`src/rtl/ccdtg_pkg.sv`:
```
package ccdtg_pkg;

    typedef enum logic [2:0] {
        ST_IDLE,
        ST_INTEG,
        ST_VXFER,
        ST_HSETUP,
        ST_PIXELS
    } seq_state_e;

    typedef enum logic [1:0] {
        RG_DUMMY  = 2'd0,
        RG_DARK   = 2'd1,
        RG_ACTIVE = 2'd2
    } region_e;

    typedef struct packed {
        logic v1;
        logic v2;
    } vclk_t;

    // Region of a zero-based serial position, given cumulative region ends
    function automatic region_e region_of(input int unsigned idx,
                                          input int unsigned end_dummy0,
                                          input int unsigned end_dark0,
                                          input int unsigned end_active,
                                          input int unsigned end_dark1);
        if (idx < end_dummy0)      return RG_DUMMY;
        else if (idx < end_dark0)  return RG_DARK;
        else if (idx < end_active) return RG_ACTIVE;
        else if (idx < end_dark1)  return RG_DARK;
        else                       return RG_DUMMY;
    endfunction

    // Vertical drive for each step of a line transfer
    function automatic vclk_t vstep_drive(input logic [1:0] step);
        vclk_t d;
        d = '0;
        case (step)
            2'd0:    d.v2 = 1'b1;
            2'd1:    d.v1 = 1'b1;
            default: d = '0;
        endcase
        return d;
    endfunction

endpackage

```
`src/rtl/ccdtg_pixel_timer.sv`:
```
module ccdtg_pixel_timer #(
    parameter int TW = 8
) (
    input  logic          clk,
    input  logic          rst,
    input  logic [TW-1:0] pix_half,
    input  logic [TW-1:0] rst_width,
    input  logic [TW-1:0] sample_dly,
    output logic          ph_wrap,
    output logic          h1_phase,
    output logic          rg,
    output logic          sample_pt
);
    localparam int PTW = TW + 1;

    logic [PTW-1:0] ph;
    logic [PTW-1:0] period_m1;

    assign period_m1 = {pix_half, 1'b0} - PTW'(1);
    assign ph_wrap   = (ph == period_m1);
    assign h1_phase  = (ph < {1'b0, pix_half});
    assign rg        = (ph < {1'b0, rst_width});
    assign sample_pt = (ph == (PTW'(rst_width) + PTW'(sample_dly)));

    always_ff @(posedge clk) begin
        if (rst)          ph <= '0;
        else if (ph_wrap) ph <= '0;
        else              ph <= ph + PTW'(1);
    end


    ph_in_period_chk: assert property (@(posedge clk) disable iff (rst)
        ph <= period_m1);


    rg_restart_chk: assert property (@(posedge clk) disable iff (rst)
        (ph_wrap && rst_width != '0) |=> rg);

endmodule

```
`src/rtl/ccdtg_frame_seq.sv`:
```
module ccdtg_frame_seq
    import ccdtg_pkg::*;
#(
    parameter int N_LINES = 1510,
    parameter int NPIX    = 2267,
    parameter int CW      = 24,
    localparam int LW     = $clog2(N_LINES),
    localparam int PW     = $clog2(NPIX)
) (
    input  logic          clk,
    input  logic          rst,
    input  logic          start,
    input  logic [CW-1:0] integ_len,
    input  logic [CW-1:0] vpulse_len,
    input  logic [CW-1:0] hsetup_len,
    input  logic          ph_wrap,
    output seq_state_e    state,
    output logic [1:0]    step,
    output logic [PW-1:0] pix_idx,
    output logic          frame_done
);
    logic [CW-1:0] cnt;
    logic [LW-1:0] line_idx;
    logic          busy_int;

    function automatic logic cnt_last(input logic [CW-1:0] c, input logic [CW-1:0] len);
        return ({1'b0, c} + (CW+1)'(1)) >= {1'b0, len};
    endfunction

    assign busy_int = (state != ST_IDLE);

    always_ff @(posedge clk) begin
        if (rst) begin
            state      <= ST_IDLE;
            cnt        <= '0;
            step       <= '0;
            line_idx   <= '0;
            pix_idx    <= '0;
            frame_done <= 1'b0;
        end else begin
            frame_done <= 1'b0;
            unique case (state)
                ST_IDLE: begin
                    if (start) begin
                        state <= ST_INTEG;
                        cnt   <= '0;
                    end
                end
                ST_INTEG: begin
                    if (cnt_last(cnt, integ_len)) begin
                        state    <= ST_VXFER;
                        cnt      <= '0;
                        step     <= '0;
                        line_idx <= '0;
                    end else begin
                        cnt <= cnt + CW'(1);
                    end
                end
                ST_VXFER: begin
                    if (cnt_last(cnt, vpulse_len)) begin
                        cnt <= '0;
                        if (step == 2'd2) state <= ST_HSETUP;
                        else              step  <= step + 2'd1;
                    end else begin
                        cnt <= cnt + CW'(1);
                    end
                end
                ST_HSETUP: begin
                    if (cnt >= hsetup_len && ph_wrap) begin
                        state   <= ST_PIXELS;
                        pix_idx <= '0;
                        cnt     <= '0;
                    end else if (cnt < hsetup_len) begin
                        cnt <= cnt + CW'(1);
                    end
                end
                ST_PIXELS: begin
                    if (ph_wrap) begin
                        if (pix_idx == PW'(NPIX - 1)) begin
                            if (line_idx == LW'(N_LINES - 1)) begin
                                state      <= ST_IDLE;
                                frame_done <= 1'b1;
                            end else begin
                                line_idx <= line_idx + LW'(1);
                                state    <= ST_VXFER;
                                step     <= '0;
                                cnt      <= '0;
                            end
                        end else begin
                            pix_idx <= pix_idx + PW'(1);
                        end
                    end
                end
                default: state <= ST_IDLE;
            endcase
        end
    end


    busy_from_start_chk: assert property (@(posedge clk) disable iff (rst)
        $rose(busy_int) |-> $past(start));


    line_bound_chk: assert property (@(posedge clk) disable iff (rst)
        32'(line_idx) < N_LINES);


    pix_bound_chk: assert property (@(posedge clk) disable iff (rst)
        32'(pix_idx) < NPIX);


    done_idle_chk: assert property (@(posedge clk) disable iff (rst)
        frame_done |-> (state == ST_IDLE && $past(state) == ST_PIXELS));

endmodule

```
`src/rtl/ccdtg_region_map.sv`:
```
module ccdtg_region_map
    import ccdtg_pkg::*;
#(
    parameter int N_DUMMY0 = 12,
    parameter int N_DARK0  = 34,
    parameter int N_ACTIVE = 2184,
    parameter int N_DARK1  = 34,
    parameter int N_DUMMY1 = 3,
    localparam int NPIX    = N_DUMMY0 + N_DARK0 + N_ACTIVE + N_DARK1 + N_DUMMY1,
    localparam int PW      = $clog2(NPIX)
) (
    input  logic [PW-1:0] pix_idx,
    output region_e       region
);
    localparam int E_DUMMY0 = N_DUMMY0;
    localparam int E_DARK0  = E_DUMMY0 + N_DARK0;
    localparam int E_ACTIVE = E_DARK0 + N_ACTIVE;
    localparam int E_DARK1  = E_ACTIVE + N_DARK1;

    always_comb begin
        region = region_of(32'(pix_idx), E_DUMMY0, E_DARK0, E_ACTIVE, E_DARK1);
    end

endmodule

```
`src/rtl/ccd_readout_timer.sv`:
```
module ccd_readout_timer
    import ccdtg_pkg::*;
#(
    parameter int N_LINES  = 1510,
    parameter int N_DUMMY0 = 12,
    parameter int N_DARK0  = 34,
    parameter int N_ACTIVE = 2184,
    parameter int N_DARK1  = 34,
    parameter int N_DUMMY1 = 3,
    parameter int CW       = 24,
    parameter int TW       = 8
) (
    input  logic          clk,
    input  logic          rst,
    input  logic          start_exp,
    input  logic [CW-1:0] integ_len,
    input  logic [CW-1:0] vpulse_len,
    input  logic [CW-1:0] hsetup_len,
    input  logic [TW-1:0] pix_half,
    input  logic [TW-1:0] rst_width,
    input  logic [TW-1:0] sample_dly,
    output logic          vclk1,
    output logic          vclk2,
    output logic          hclk1,
    output logic          hclk2,
    output logic          rgate,
    output logic          pix_valid,
    output logic [1:0]    pix_region,
    output logic          busy,
    output logic          frame_done
);
    localparam int NPIX = N_DUMMY0 + N_DARK0 + N_ACTIVE + N_DARK1 + N_DUMMY1;
    localparam int PW   = $clog2(NPIX);

    logic          ph_wrap, h1_phase, sample_pt;
    seq_state_e    state;
    logic [1:0]    step;
    logic [PW-1:0] pix_idx;
    region_e       region;
    vclk_t         vd;

    ccdtg_pixel_timer #(.TW(TW)) u_timer (
        .clk        (clk),
        .rst        (rst),
        .pix_half   (pix_half),
        .rst_width  (rst_width),
        .sample_dly (sample_dly),
        .ph_wrap    (ph_wrap),
        .h1_phase   (h1_phase),
        .rg         (rgate),
        .sample_pt  (sample_pt)
    );

    ccdtg_frame_seq #(.N_LINES(N_LINES), .NPIX(NPIX), .CW(CW)) u_seq (
        .clk        (clk),
        .rst        (rst),
        .start      (start_exp),
        .integ_len  (integ_len),
        .vpulse_len (vpulse_len),
        .hsetup_len (hsetup_len),
        .ph_wrap    (ph_wrap),
        .state      (state),
        .step       (step),
        .pix_idx    (pix_idx),
        .frame_done (frame_done)
    );

    ccdtg_region_map #(
        .N_DUMMY0 (N_DUMMY0),
        .N_DARK0  (N_DARK0),
        .N_ACTIVE (N_ACTIVE),
        .N_DARK1  (N_DARK1),
        .N_DUMMY1 (N_DUMMY1)
    ) u_region (
        .pix_idx (pix_idx),
        .region  (region)
    );

    always_comb begin
        vd = (state == ST_VXFER) ? vstep_drive(step) : vclk_t'('0);
    end

    assign vclk1      = vd.v1;
    assign vclk2      = vd.v2;
    assign hclk1      = (state == ST_PIXELS) && h1_phase;
    assign hclk2      = !hclk1;
    assign pix_valid  = (state == ST_PIXELS) && sample_pt;
    assign pix_region = region;
    assign busy       = (state != ST_IDLE);


    v1_fall_h2_chk: assert property (@(posedge clk) disable iff (rst)
        $fell(vclk1) |-> hclk2);


    v_exclusive_chk: assert property (@(posedge clk) disable iff (rst)
        !(vclk1 && vclk2));


    v1_after_v2_chk: assert property (@(posedge clk) disable iff (rst)
        $rose(vclk1) |-> $past(vclk2));


    sample_clear_chk: assert property (@(posedge clk) disable iff (rst)
        pix_valid |-> (!rgate && busy));


    integ_low_chk: assert property (@(posedge clk) disable iff (rst)
        (!busy || $rose(busy)) |-> (!vclk1 && !vclk2));

endmodule

```
`config.mk`:
```
export PLATFORM = sky130hd
export DESIGN_NAME = ccd_readout_timer
export DESIGN_NICKNAME = d
export VERILOG_FILES = /design/src/rtl/ccdtg_pkg.sv /design/src/rtl/ccdtg_pixel_timer.sv /design/src/rtl/ccdtg_frame_seq.sv /design/src/rtl/ccdtg_region_map.sv /design/src/rtl/ccd_readout_timer.sv
export SDC_FILE = /design/constraint.sdc
export NUM_CORES = 1
export LEC_CHECK = 0
export ABC_CLOCK_PERIOD_IN_PS = 5200
export BUFFER_PORTS_ARGS = -buffer_cell sky130_fd_sc_hd__buf_4
export CAP_MARGIN = 40
export CORE_UTILIZATION = 55
export DETAILED_ROUTE_END_ITERATION = 12
export PLACE_DENSITY_LB_ADDON = 0.08
export SLEW_MARGIN = 0
export SYNTH_ARGS = -nofsm -noshare
export SYNTH_HDL_FRONTEND = slang
export SYNTH_SLANG_ARGS = --single-unit
```
`constraint.sdc`:
```
create_clock -name clk -period 5.2 [get_ports clk]
set_clock_uncertainty 0.15 [all_clocks]
set_input_delay 0.52 -clock clk [delete_from_list [all_inputs] [get_ports clk]]
set_output_delay 0.52 -clock clk [all_outputs]
set_load 0.02 [all_outputs]
```
==> flow_metrics.tcl, run 1 <==
set metrics [dict create \
    top_layer_used "met4" \
    synthCells 814 \
    tightest_slew_ns 0.803 \
    min_path_type "in2reg" \
    pin_count 109 \
    place_area_um2 7240 \
    rsz0062_at_grt "false" \
    yosysSeqAreaShare_pct 19.7 \
    layout-drive-gt1-share_pct 16.9 \
    place_ws_ns 0.365 \
    grt_pass1_wl_um 26100 \
    crit_arrival_ns 5.02 \
    drc 0 \
    seqCellArea_um2 1240 \
    hold_violations 0 \
    viasPerCell 5.81 \
    worstReg2RegStart "u_seq.cnt[1]" \
    syn_avg_cell_area_um2 7.75 \
    tns_ns 0 \
    maxCapViolations 0 \
    postCtsSetupBuffers 0 \
    multiInputGateArea_um2 4550 \
    synth_seq_cells 62 \
    power_density_nw_per_um2 208 \
    cts_made_buffers 9 \
    worstSetupEndpointType "flop" \
    wl_met2_um 7680 \
    vias 6179 \
    track_usage_pct 27.5 \
    cp.depth 17 \
    overflow 0 \
    drtIter0Drc 435 \
    ys_types 67 \
    relSlewSlack_pct 46.4 \
    ant_nets 0 \
    maxClockFrequency_mhz 204 \
    synth_edf_count 0 \
    synthToLayoutAreaGrowth_pct 19.2 \
    synth_fp_nets 1018 \
    finalNetCount 1122 \
    die_area_um2 11900 \
    endpoint "u_seq.cnt[23]" \
    worst-endpoint-required_ns 5.33 \
    htreeDepth 3 \
    peakVddDrop_mv 0.180 \
    wirelength_met1_um 7260 \
    startpoint_type "flop" \
    utilization_pct 68.4 \
    ys.warnings.count 0 \
    worstPathCellList "ha_1 -> nand3_1 -> nor3_2 -> nand3_1 -> nor3_1 -> nor2_1 -> or2_2 -> ha_1 -> a211oi_1 -> o21ai_0 -> a2111oi_1 -> o211ai_1 -> or2_2 -> o211ai_1 -> and2_1 -> buf_4 -> a221o_1" \
    antenna_cells 0 \
    core_um2 11000 \
    cp-startpoint "u_seq.cnt[1]" \
    r2r_cells 17 \
    wl_met3_um 812 \
    worst-path-max-fanout 13 \
    cpPeakStageDelay_ns 0.58 \
    stdcell_count 1063 \
    grt_pass1_vias 5820 \
    cts_buffer_depth 2 \
    critPathKind "reg2reg" \
    fin_ws_ns 0.306 \
    outcome "completed" \
    numPortBuffers 108 \
    grt_max_degree 19 \
    netlist_area_um2 6300 \
    tritoncts "yes" \
    die_y_um 109 \
    placed_cells 1047 \
    wl_per_cell_um 15.0 \
    antenna_found_initial 0 \
    path_buf_inv 1 \
    min_period_ns 4.89 \
    r2r_end "u_seq.cnt[23]" \
    nFillCells 926 \
    first_pass_iters 5 \
    gp_congestion 0.867 \
    cp_top_family "simple AND/OR/NAND/NOR gates" \
    synth_ff_type "dfxtp_1" \
    insertion_delay_ns 0.33 \
    slew_violations 0 \
    cts.sink_count 62 \
    start_util_pct 57.4 \
    cts_root_buf "clkbuf_16" \
    cts_hold_buffers 0 \
    fin_crit_sh_pct 94.1 \
    core.rowCount 38 \
    drt-total-wl_um 15900 \
    setup_viol 0 \
    path_clk_slew_ns 0.06 \
    synthArstFlopShare_pct 0 \
    slowest_stage "a2111oi_1" \
    dpl.hpwl_um 12900 \
    reg2reg_slack_ns 0.31 \
    dieWidth_um 109 \
    fin_area_um2 7520 \
    leakage_uw 0.00374 \
]
layout by cell type, fill, tap and decap left out, drive strengths merged, types with 7 or more instances in the layout:
master and instances:
buf 116, nand2b 7, xnor2 35, o21ai 28, nand2 54, nor2b 9
nor3 20, dfxtp 62, ha 104, nor2 50, a211oi 10, nor4 10
a21o 24, o211ai 15, or2 12, nand3 45, a22o 13, nand4 21
xor2 19, a21oi 49, inv 107, and2 8, and3 16, clkbuf 9
registers in the layout, summed over array words and instances, names as in the netlist:
signal            flops
u_seq.pix_idx        12
u_seq.state           3
u_seq.frame_done      1
u_timer.ph            9
u_seq.step            2
u_seq.cnt            24
u_seq.line_idx       11
through the flow:
step	total power, uW	hold slack (ns)
2_1_floorplan	821	0.310
3_3_place_gp	989	0.325
3_5_place_dp	1010	0.340
4_1_cts	1560	0.314
5_1_grt	1640	0.334
6_report	1570	0.316
area by class of cell:
class                      count  share of cell area [%]
timing repair buffer         116                    11.6
tap                          140                    2.33
clock inverter                 7                   0.666
inverter                     107                    5.34
multi-input combinational    622                    60.6
clock buffer                   9                    3.00
sequential                    62                    16.5
Yosys cell counts, types with 2 or more instances:
| master | n | area [um^2] |
|---|---|---|
| a22o_1 | 13 | 114 |
| a21boi_0 | 3 | 22.5 |
| or4_1 | 4 | 30.0 |
| o21ai_0 | 27 | 135 |
| dfxtp_1 | 62 | 1240 |
| ha_1 | 104 | 1300 |
| xnor2_1 | 35 | 307 |
| inv_1 | 106 | 398 |
| nand4b_1 | 3 | 26.3 |
| nand2_1 | 53 | 199 |
| or3_1 | 4 | 25.0 |
| nand2b_1 | 7 | 43.8 |
| and3_1 | 16 | 100 |
| nand4_1 | 21 | 131 |
| nor3_1 | 19 | 95.1 |
| nor2_1 | 50 | 188 |
| o21bai_1 | 6 | 45.0 |
| a31oi_1 | 5 | 31.3 |
| mux2i_1 | 4 | 40.0 |
| a211o_1 | 3 | 26.3 |
| o41ai_1 | 2 | 17.5 |
| o31ai_1 | 2 | 15.0 |
| nor2b_1 | 9 | 56.3 |
| o211ai_1 | 15 | 113 |
| clkbuf_1 | 13 | 48.8 |
| nor4_1 | 8 | 50.1 |
| a2111o_1 | 2 | 22.5 |
| a31o_2 | 3 | 26.3 |
| a211oi_1 | 10 | 75.1 |
| buf_2 | 7 | 35.0 |
| or2_2 | 11 | 68.8 |
| buf_6 | 2 | 22.5 |
| nand3_1 | 45 | 225 |
| xor2_1 | 19 | 166 |
| a21oi_1 | 49 | 245 |
| and2_1 | 7 | 43.8 |
| o21a_1 | 6 | 45.0 |
| a2111oi_0 | 4 | 35.0 |
| and4_1 | 3 | 26.3 |
| a221oi_1 | 2 | 17.5 |
| a21o_1 | 24 | 180 |
cell families (layout without fill, tap and decap cells):
group / count (synthesis) / after routing / synth area share [%]
compound gates: 187 / 187 / 20.1
xor+xnor: 54 / 54 / 7.50
fa+ha+maj: 105 / 105 / 21.0
buf+inv: 130 / 239 / 8.14
flops: 62 / 62 / 19.7
mux: 5 / 5 / 0.814
simple gates: 271 / 271 / 22.8
where the power goes:
| part | total [uW] | internal (uW) | switching, uW |
|---|---|---|---|
| logic | 490 | 214 | 276 |
| clock network | 557 | 323 | 234 |
| registers | 519 | 487 | 31.2 |
worst min path at each step:
stage	start	endpoint	slack (ns)	depth (start not counted)
floorplan	u_seq.step[1]	u_seq.step[1]	0.31	2
global placement	u_seq.step[1]	u_seq.step[1]	0.33	2
detailed placement	u_seq.step[1]	u_seq.step[1]	0.34	2
CTS	rst	u_seq.line_idx[2]	0.31	2
global route	rst	u_seq.line_idx[2]	0.33	2
finish	rst	u_seq.line_idx[2]	0.32	2
layer usage:
metal / global-route usage [%] / vias to the layer above
li1: - / 3104
met1: 34.6 / 2892
met2: 49.3 / 164
met3: 3.53 / 19
met4: 6.76 / 0
met5: 0 / -
what timing repair did:
action,CTS,global route
endpoints found under the setup margin,0,10
endpoints found under the hold margin,0,0
gates resized for setup,0,1
(Power assumes the default switching activity.)
==> run 2, diff against run 1 <==
BUFFER_PORTS_ARGS = -buffer_cell sky130_fd_sc_hd__buf_2   (was -buffer_cell sky130_fd_sc_hd__buf_4)
==> flow_metrics.tcl, run 2 (synthesis results as in run 1) <==
set metrics [dict create \
    outcome "completed" \
    viasPerCell 5.75 \
    dieWidth_um 109 \
    wl_per_cell_um 14.7 \
    hold_violations 0 \
    drc 0 \
    grt_pass1_wl_um 25800 \
    tns_ns 0 \
    startpoint_type "flop" \
    nFillCells 958 \
    grt_pass1_vias 5699 \
    cts_hold_buffers 0 \
    grt_max_degree 19 \
    drtIter0Drc 332 \
    synthToLayoutAreaGrowth_pct 15.9 \
    slew_violations 0 \
    rsz0062_at_grt "false" \
    holdWs_ns 0.347 \
    largest-register "u_seq.cnt" \
    layout-drive-gt1-share_pct 17.0 \
    core_um2 11000 \
    worst-path-max-fanout 13 \
    maxClockFrequency_mhz 207 \
    antenna_found_initial 0 \
    worst-endpoint-required_ns 5.33 \
    setup_viol 0 \
    reg_top3 "u_seq.cnt (24), u_seq.pix_idx (12), u_seq.line_idx (11)" \
    min_path_cells 2 \
    gp_congestion 0.871 \
    final_common_cell "buf_2" \
    min_period_ns 4.83 \
    cts_buffer_depth 2 \
    largest_register_ffs 24 \
    tightest_slew_ns 0.701 \
    start_util_pct 57.4 \
    utilization_pct 66.5 \
    cts_made_buffers 9 \
    path_clk_slew_ns 0.06 \
    vias 6109 \
    min_path_type "reg2reg" \
    drt-total-wl_um 15700 \
    insertion_delay_ns 0.34 \
    leakage_uw 0.00368 \
    peakVddDrop_mv 0.167 \
    core.rowCount 38 \
    pin_count 109 \
    numPortBuffers 108 \
    first_pass_iters 5 \
    seqCellArea_um2 1240 \
    dpl.hpwl_um 12500 \
    antenna_cells 0 \
    p_int_uw 1110 \
    die_area_um2 11900 \
    crit_arrival_ns 4.96 \
    die_y_um 109 \
    worstSetupEndpointType "flop" \
    relSlewSlack_pct 53.2 \
    cts_root_buf "clkbuf_16" \
    overflow 0 \
    swShare_pct 32.6 \
    htreeDepth 3 \
    critPathKind "reg2reg" \
    ant_nets 0 \
    fin_crit_sh_pct 92.8 \
    power_frac_clock_pct 40.6 \
    power_density_nw_per_um2 226 \
    multiInputGateArea_um2 4560 \
    seqPwrFrac_pct 31.3 \
    tritoncts "yes" \
    switching_power_uw 539 \
    cts.sink_count 62 \
    maxCapViolations 0 \
    r2r_cells 17 \
    p_comb_share_pct 28.1 \
    finalNetCount 1122 \
    final_cell_mix "buf_2, inv_1, ha_1, dfxtp_1, nand2_1" \
    track_usage_pct 27.5 \
]
run 2: cell count changes in the layout (fill, tap and decap cells not counted), moves of 2 or more:
cell       change
buf_4        -108
buf_2        +108
clkinv_2       -2
bufinv_16      +2
run 2: path summary, 6_finish.rpt:
check | from | slack, ns | end
max | u_seq.cnt[1] | 0.37 | u_seq.cnt[23]
min | u_seq.step[1] | 0.35 | u_seq.step[1]
max reg2reg | u_seq.cnt[1] | 0.37 | u_seq.cnt[23]
min reg2reg | u_seq.step[1] | 0.35 | u_seq.step[1]
run 2: power by group through the flow:
stage               registers [uW]  logic, uW  clock network (uW)
floorplan                      510        312                   0
global placement               526        438                   0
detailed placement             526        452                   0
CTS                            516        456                 680
global route                   519        513                 696
finish                         517        463                 671
run 2: metal layers:
| layer | share of wire [%] | up-vias | track usage [%] |
|---|---|---|---|
| met5 | 0 | - | 0 |
| met4 | 1.0 | 0 | 5.98 |
| met3 | 6.0 | 18 | 6.22 |
| met2 | 47 | 174 | 47.2 |
| met1 | 46 | 2799 | 35.0 |
| li1 | - | 3118 | - |
run 2: layout make-up:
class	instances	share of cell area, %
multi-input cells	622	62.4
flip-flops and latches	62	17.0
repair buffers	116	8.22
inverters	107	5.50
clock buffers	10	3.27
well taps	140	2.40
clock inverters	6	1.27
run 2: worst max-delay path, stage by stage, from the launching register on:
cell	delay (ns)
dfxtp_1	0.41
ha_1	0.22
nand3_1	0.21
nor3_2	0.36
nand3_1	0.20
nor3_1	0.21
nor2_1	0.07
or2_2	0.32
ha_1	0.32
a211oi_1	0.19
o21ai_0	0.16
a2111oi_2	0.47
o211ai_1	0.24
or2_2	0.35
o211ai_1	0.30
and2_1	0.21
buf_4	0.21
a221o_1	0.16
run 2: through the flow:
step / area, um^2 / cells / worst slack [ns] / total power, uW
finish: 7310 / 1063 / 0.375 / 1650
global route: 7310 / 1063 / 0.0888 / 1730
CTS: 7300 / 1063 / 0.212 / 1650
detailed placement: 6970 / 1047 / 0.245 / 978
global placement: 6970 / 1047 / 0.540 / 963
floorplan: 6300 / 814 / 0.858 / 821
run 2: repair_timing:
| action | in CTS | in global routing |
|---|---|---|
| setup endpoints to repair | 0 | 28 |
| gates resized for setup | 0 | 3 |
| buffers inserted | 0 | 0 |
